[src/rtl/stamp_pkg.sv]
package stamp_pkg;

  // Reader engine phases
  typedef enum logic [1:0] {
    ST_IDLE = 2'd0,
    ST_LOW  = 2'd1,
    ST_HIGH = 2'd2
  } engState_t;

  // Strobes from control to datapath
  typedef struct packed {
    logic capHi;    // save upper word as snapshot
    logic capLo;    // save lower word
    logic publish;  // merge snapshot and lower word into result
  } engStrobe_t;

endpackage

[src/rtl/stamp_regview.sv]
module stamp_regview #(
  parameter int CNT_W     = 56,
  parameter int WORD_W    = 32,
  parameter int ADDR_W    = 4,
  parameter int LO_OFFSET = 0,
  parameter int HI_OFFSET = 4
) (
  input  logic [CNT_W-1:0]  count,
  input  logic [ADDR_W-1:0] addr,
  output logic [WORD_W-1:0] data
);
  localparam int HI_W = CNT_W - WORD_W;

  logic [HI_W-1:0] hiPart;
  assign hiPart = count[CNT_W-1:WORD_W];

  always_comb begin
    if (addr == ADDR_W'(LO_OFFSET))
      data = count[WORD_W-1:0];
    else if (addr == ADDR_W'(HI_OFFSET))
      data = WORD_W'(hiPart);
    else
      data = '0;
  end
endmodule

[src/rtl/stamp_datapath.sv]
module stamp_datapath
  import stamp_pkg::*;
#(
  parameter int              CNT_W      = 56,
  parameter int              WORD_W     = 32,
  parameter int              ADDR_W     = 4,
  parameter int              LO_OFFSET  = 0,
  parameter int              HI_OFFSET  = 4,
  parameter logic [CNT_W-1:0] INIT_VALUE = '0
) (
  input  logic              clk,
  input  logic              rstN,
  input  logic              tickEn,
  input  logic [ADDR_W-1:0] extAddr,
  input  logic [ADDR_W-1:0] engAddr,
  input  engStrobe_t        strobe,
  output logic [WORD_W-1:0] extData,
  output logic              hiMatch,
  output logic [CNT_W-1:0]  countNow,
  output logic [CNT_W-1:0]  resultValue,
  output logic              resultValid
);
  localparam int HI_W    = CNT_W - WORD_W;
  localparam int N_PORTS = 2;

  logic [CNT_W-1:0]  count;
  logic [HI_W-1:0]   snapHi;
  logic [WORD_W-1:0] lowWord;
  logic [ADDR_W-1:0] portAddr [N_PORTS];
  logic [WORD_W-1:0] portData [N_PORTS];
  logic [WORD_W-1:0] engData;

  // Free-running count, natural wrap at 2^CNT_W
  always_ff @(posedge clk or negedge rstN) begin
    if (!rstN)       count <= INIT_VALUE;
    else if (tickEn) count <= count + 1'b1;
  end

  // Port 0 serves the outside, port 1 serves the reader engine
  assign portAddr[0] = extAddr;
  assign portAddr[1] = engAddr;

  for (genvar gp = 0; gp < N_PORTS; gp++) begin : g_view
    stamp_regview #(
      .CNT_W(CNT_W), .WORD_W(WORD_W), .ADDR_W(ADDR_W),
      .LO_OFFSET(LO_OFFSET), .HI_OFFSET(HI_OFFSET)
    ) u_view (
      .count(count),
      .addr (portAddr[gp]),
      .data (portData[gp])
    );
  end

  assign extData = portData[0];
  assign engData = portData[1];

  assign hiMatch = (engData[HI_W-1:0] == snapHi);

  always_ff @(posedge clk or negedge rstN) begin
    if (!rstN) begin
      snapHi      <= '0;
      lowWord     <= '0;
      resultValue <= '0;
      resultValid <= 1'b0;
    end else begin
      if (strobe.capHi)   snapHi      <= engData[HI_W-1:0];
      if (strobe.capLo)   lowWord     <= engData;
      if (strobe.publish) resultValue <= {snapHi, lowWord};
      resultValid <= strobe.publish;
    end
  end

  assign countNow = count;
endmodule

[src/rtl/stamp_ctrl.sv]
module stamp_ctrl
  import stamp_pkg::*;
#(
  parameter int ADDR_W    = 4,
  parameter int LO_OFFSET = 0,
  parameter int HI_OFFSET = 4
) (
  input  logic              clk,
  input  logic              rstN,
  input  logic              readReq,
  input  logic              hiMatch,
  output logic [ADDR_W-1:0] engAddr,
  output engStrobe_t        strobe,
  output logic              busy
);
  engState_t state, nextState;

  always_ff @(posedge clk or negedge rstN) begin
    if (!rstN) state <= ST_IDLE;
    else       state <= nextState;
  end

  always_comb begin
    strobe    = '0;
    nextState = state;
    engAddr   = ADDR_W'(HI_OFFSET);
    unique case (state)
      ST_IDLE: begin
        if (readReq) begin
          strobe.capHi = 1'b1;
          nextState    = ST_LOW;
        end
      end
      ST_LOW: begin
        engAddr      = ADDR_W'(LO_OFFSET);
        strobe.capLo = 1'b1;
        nextState    = ST_HIGH;
      end
      ST_HIGH: begin
        if (hiMatch) begin
          strobe.publish = 1'b1;
          nextState      = ST_IDLE;
        end else begin
          strobe.capHi = 1'b1;
          nextState    = ST_LOW;
        end
      end
      default: nextState = ST_IDLE;
    endcase
  end

  assign busy = (state != ST_IDLE);
endmodule

[src/rtl/wide_stamp_reader.sv]
module wide_stamp_reader
  import stamp_pkg::*;
#(
  parameter int               CNT_W      = 56,
  parameter int               WORD_W     = 32,
  parameter int               ADDR_W     = 4,
  parameter int               LO_OFFSET  = 0,
  parameter int               HI_OFFSET  = 4,
  parameter logic [CNT_W-1:0] INIT_VALUE = '0
) (
  input  logic              clk,
  input  logic              rstN,
  input  logic              tickEn,
  input  logic [ADDR_W-1:0] regAddr,
  output logic [WORD_W-1:0] regRdata,
  input  logic              readReq,
  output logic              readValid,
  output logic [CNT_W-1:0]  readValue
);
  engStrobe_t        strobe;
  logic [ADDR_W-1:0] engAddr;
  logic              hiMatch;
  logic              engBusy;
  logic [CNT_W-1:0]  countNow;

  stamp_ctrl #(
    .ADDR_W(ADDR_W), .LO_OFFSET(LO_OFFSET), .HI_OFFSET(HI_OFFSET)
  ) u_ctrl (
    .clk    (clk),
    .rstN   (rstN),
    .readReq(readReq),
    .hiMatch(hiMatch),
    .engAddr(engAddr),
    .strobe (strobe),
    .busy   (engBusy)
  );

  stamp_datapath #(
    .CNT_W(CNT_W), .WORD_W(WORD_W), .ADDR_W(ADDR_W),
    .LO_OFFSET(LO_OFFSET), .HI_OFFSET(HI_OFFSET), .INIT_VALUE(INIT_VALUE)
  ) u_dp (
    .clk        (clk),
    .rstN       (rstN),
    .tickEn     (tickEn),
    .extAddr    (regAddr),
    .engAddr    (engAddr),
    .strobe     (strobe),
    .extData    (regRdata),
    .hiMatch    (hiMatch),
    .countNow   (countNow),
    .resultValue(readValue),
    .resultValid(readValid)
  );
endmodule

[config.mk]
export PLATFORM = sky130hd
export DESIGN_NAME = wide_stamp_reader
export DESIGN_NICKNAME = d
export VERILOG_FILES = /design/src/rtl/stamp_pkg.sv /design/src/rtl/stamp_regview.sv /design/src/rtl/stamp_datapath.sv /design/src/rtl/stamp_ctrl.sv /design/src/rtl/wide_stamp_reader.sv
export SDC_FILE = /design/constraint.sdc
export NUM_CORES = 1
export LEC_CHECK = 0
export BUFFER_PORTS_ARGS = -buffer_cell sky130_fd_sc_hd__buf_2
export CAP_MARGIN = 25
export CORE_ASPECT_RATIO = 1.75
export CORE_UTILIZATION = 40
export DETAILED_ROUTE_END_ITERATION = 16
export MAX_ROUTING_LAYER = met4
export PLACE_DENSITY = 0.68
export SYNTH_ARGS = -nofsm -noshare
export SYNTH_HDL_FRONTEND = slang
export SYNTH_SLANG_ARGS = --single-unit
[constraint.sdc]
create_clock -name clk -period 3.7 [get_ports clk]
set_clock_uncertainty 0.15 [all_clocks]
set_input_delay 0.74 -clock clk [delete_from_list [all_inputs] [get_ports clk]]
set_output_delay 0.74 -clock clk [all_outputs]
set_load 0.05 [all_outputs]
==> impl_metrics.toml <==
[floorplan]
rows = 66
start_util = 0.412
fp.dieH_um = 186
fp.dieArea_um2 = 19900
ios = 97
die_w_um = 107
coreArea_um2 = 18700

[sta]
finalSetupTns_ns = 0
worst_slack_ns = 0.392
rsz0062_at_grt = "false"
hold_viol = 0
max_slew.worst_pin.slew_ns = 0.658
slew_headroom = 0.561
finalSetupViolations = 0
fin_crit_sh = 0.894
drv_slew = 0
hold_ws_ns = 0.154
max_freq_mhz = 302
fin_crit_ns = 3.31

[clock_tree]
cts_resized = 0
postCtsSetupRepairBufs = 0
clock_sinks = 171
cts-root-buf = "clkbuf_16"
clockBufferDepth = 2
cts_tree = "done"
htree_levels = 4
cts.hold.buffers_added = 0
clk_pin_slew_ns = 0.06
clkLatencyLatePin_ns = 0.44
cts_buffers = 17

[yosys]
synth-edff-count = 0
synth-main-ff-cell = "dfrtp_1"
async_flop_share = 1.00
synth_cell_types = 42
ys_ff_latch = 171
synth_nets = 697
netlist_instances = 688
yosysSeqAreaShare = 0.554
synth_warnings = 0
syn_avg_cell_area_um2 = 11.2
syn_area_um2 = 7720

[worst_setup_path]
worstPathArrival_ns = 3.47
endpoint_kind = "flip-flop"
worstPathMaxFanout = 20
required_ns = 3.86
path_class = "reg -> reg"
ff2ff_setup_slack_ns = 0.39
worstSetupStartpointType = "flip-flop"

[power]
p_per_area_nw_per_um2 = 616
leakage_nw = 4.55
p_total_mw = 5.65
max-vdd-ir-drop_mv = 0.345

[grt]
grt_max_degree = 72
track_usage = 0.240
grt_overflow = 0
antenna_found_initial = 0
first_global_vias = 5674
grt_pass1_wl_um = 33500

[route]
antenna_left = 0
num_vias = 5628
viasPerCell = 5.41
drt_iter0_markers = 394
routed_wl_um = 21900
remaining_drc_errors = 0
first_pass_iters = 7
avgRoutedWirePerCell_um = 21.0

[placed_design]
portBuffers = 96
place.gp.congestion = 0.953
post-place-ws_ns = 0.424
hpwlAfterDp_um = 16400
place_area_um2 = 8550
placedCellCount = 1009

[status]
outcome = "complete, no violations"

[cells_and_area]
fillers = 1697
finalNonFillerCells = 1041
drive_gt1_frac = 0.239
seqCellArea_um2 = 4280
utilization = 0.489
area_growth_pct = 18.7
diodes = 0
final_common_cell = "dfrtp_1"
final_cell_mix = "dfrtp_1, nand2_1, buf_2, inv_1, xnor2_1"
num-nets-final = 799
finalInstanceArea_um2 = 9160
multiInputGateArea_um2 = 3100

[flow_run]
max_cap_violations = 0

[min_path]
hold_class = "in -> async"
==> worst paths after layout <==
| check | to | startpoint | cells past startpoint |
|---|---|---|---|
| max in group asynchronous | u_dp.resultValue[46] | rstN | 2 |
| min in group clk | u_dp.lowWord[6] | u_dp.lowWord[6] | 2 |
| max | u_dp.resultValue[44] | u_ctrl.state[0] | 10 |
| min reg2reg | u_dp.lowWord[6] | u_dp.lowWord[6] | 2 |
| min | u_dp.countNow[20] | rstN | 1 |
| max reg2reg | u_dp.resultValue[44] | u_ctrl.state[0] | 10 |
==> layer usage <==
layer / vias to the layer above / GRT usage / wire, um
met1: 2781 / 0.264 / 8310
met3: 82 / 0.0389 / 853
met5: - / - / 0
met2: 204 / 0.397 / 11300
li1: 2561 / - / -
met4: 0 / 0.167 / 1460
==> registers in the layout, indices dropped and copies added, names as in the netlist <==
signal / count
u_dp.lowWord: 32
u_ctrl.state: 2
u_dp.resultValue: 56
u_dp.resultValid: 1
u_dp.countNow: 56
u_dp.snapHi: 24
==> synth_stat cells, types with 2 or more instances <==
master    number  share of area
a222oi_1       4         0.0052
mux2i_1       13          0.017
and2_1        11         0.0089
buf_1          4         0.0019
a22o_1        24          0.027
nand3_1       18          0.012
nor2b_1        2         0.0016
buf_6          4         0.0058
or3_1          5         0.0041
mux2_4         8          0.016
dfrtp_1      171           0.55
nor2_1        28          0.014
clkbuf_1      18         0.0087
inv_1         48          0.023
nor3_1        13         0.0084
a22oi_1        2         0.0019
a221oi_1       5         0.0057
o221ai_1       4         0.0045
o21ai_0       12         0.0078
xor2_1        14          0.016
mux2_1        40          0.058
xnor2_1       46          0.052
buf_4          5         0.0049
and4_1         4         0.0045
nand2b_1       2         0.0016
or2_2          3         0.0024
nor4_1         9         0.0073
a21oi_1        6         0.0039
mux2_2        22          0.032
a221oi_2       2         0.0039
nand4_1       12         0.0097
o22ai_1       12         0.0097
and3_1         7         0.0057
nand2_1       99          0.048
buf_2          4         0.0026
==> report_power, final <==
group          leakage (nW)  switching (mW)  internal [mW]  total [mW]
logic                  2.11            1.07          0.489        1.56
registers              2.15           0.157           2.08        2.23
clock network         0.294           0.781           1.08        1.86
==> critical path: stages, from the launching register on <==
cell and delay, ns:
dfrtp_1 0.44, nand2b_2 0.22, inv_2 0.12, buf_4 0.21
nand2_1 0.11, a21oi_1 0.06, or3_1 0.37, nor4_4 0.39
and3_2 0.41, buf_4 0.32, mux2_2 0.37
==> logic make-up (layout without fill, tap and decap cells) <==
| family | count (synthesis) | in the layout | synth area share |
|---|---|---|---|
| adders and majority gates | 1 | 1 | 0.00162 |
| buffers and inverters | 84 | 199 | 0.0478 |
| and+or+nand+nor | 215 | 215 | 0.132 |
| xor gates and xnor gates | 60 | 60 | 0.0681 |
| AOI/OAI and AO/OA | 74 | 74 | 0.0739 |
| DFF | 171 | 171 | 0.554 |
| muxes | 83 | 83 | 0.123 |
==> final cells by class <==
type,instances,share of cell area
Tap cell,238,0.0325
Timing Repair Buffer,118,0.0752
Clock buffer,18,0.0468
Inverter,49,0.0201
Clock inverter,14,0.0199
Sequential cell,171,0.467
Multi-Input combinational cell,433,0.338
(Power assumes the default switching activity.)
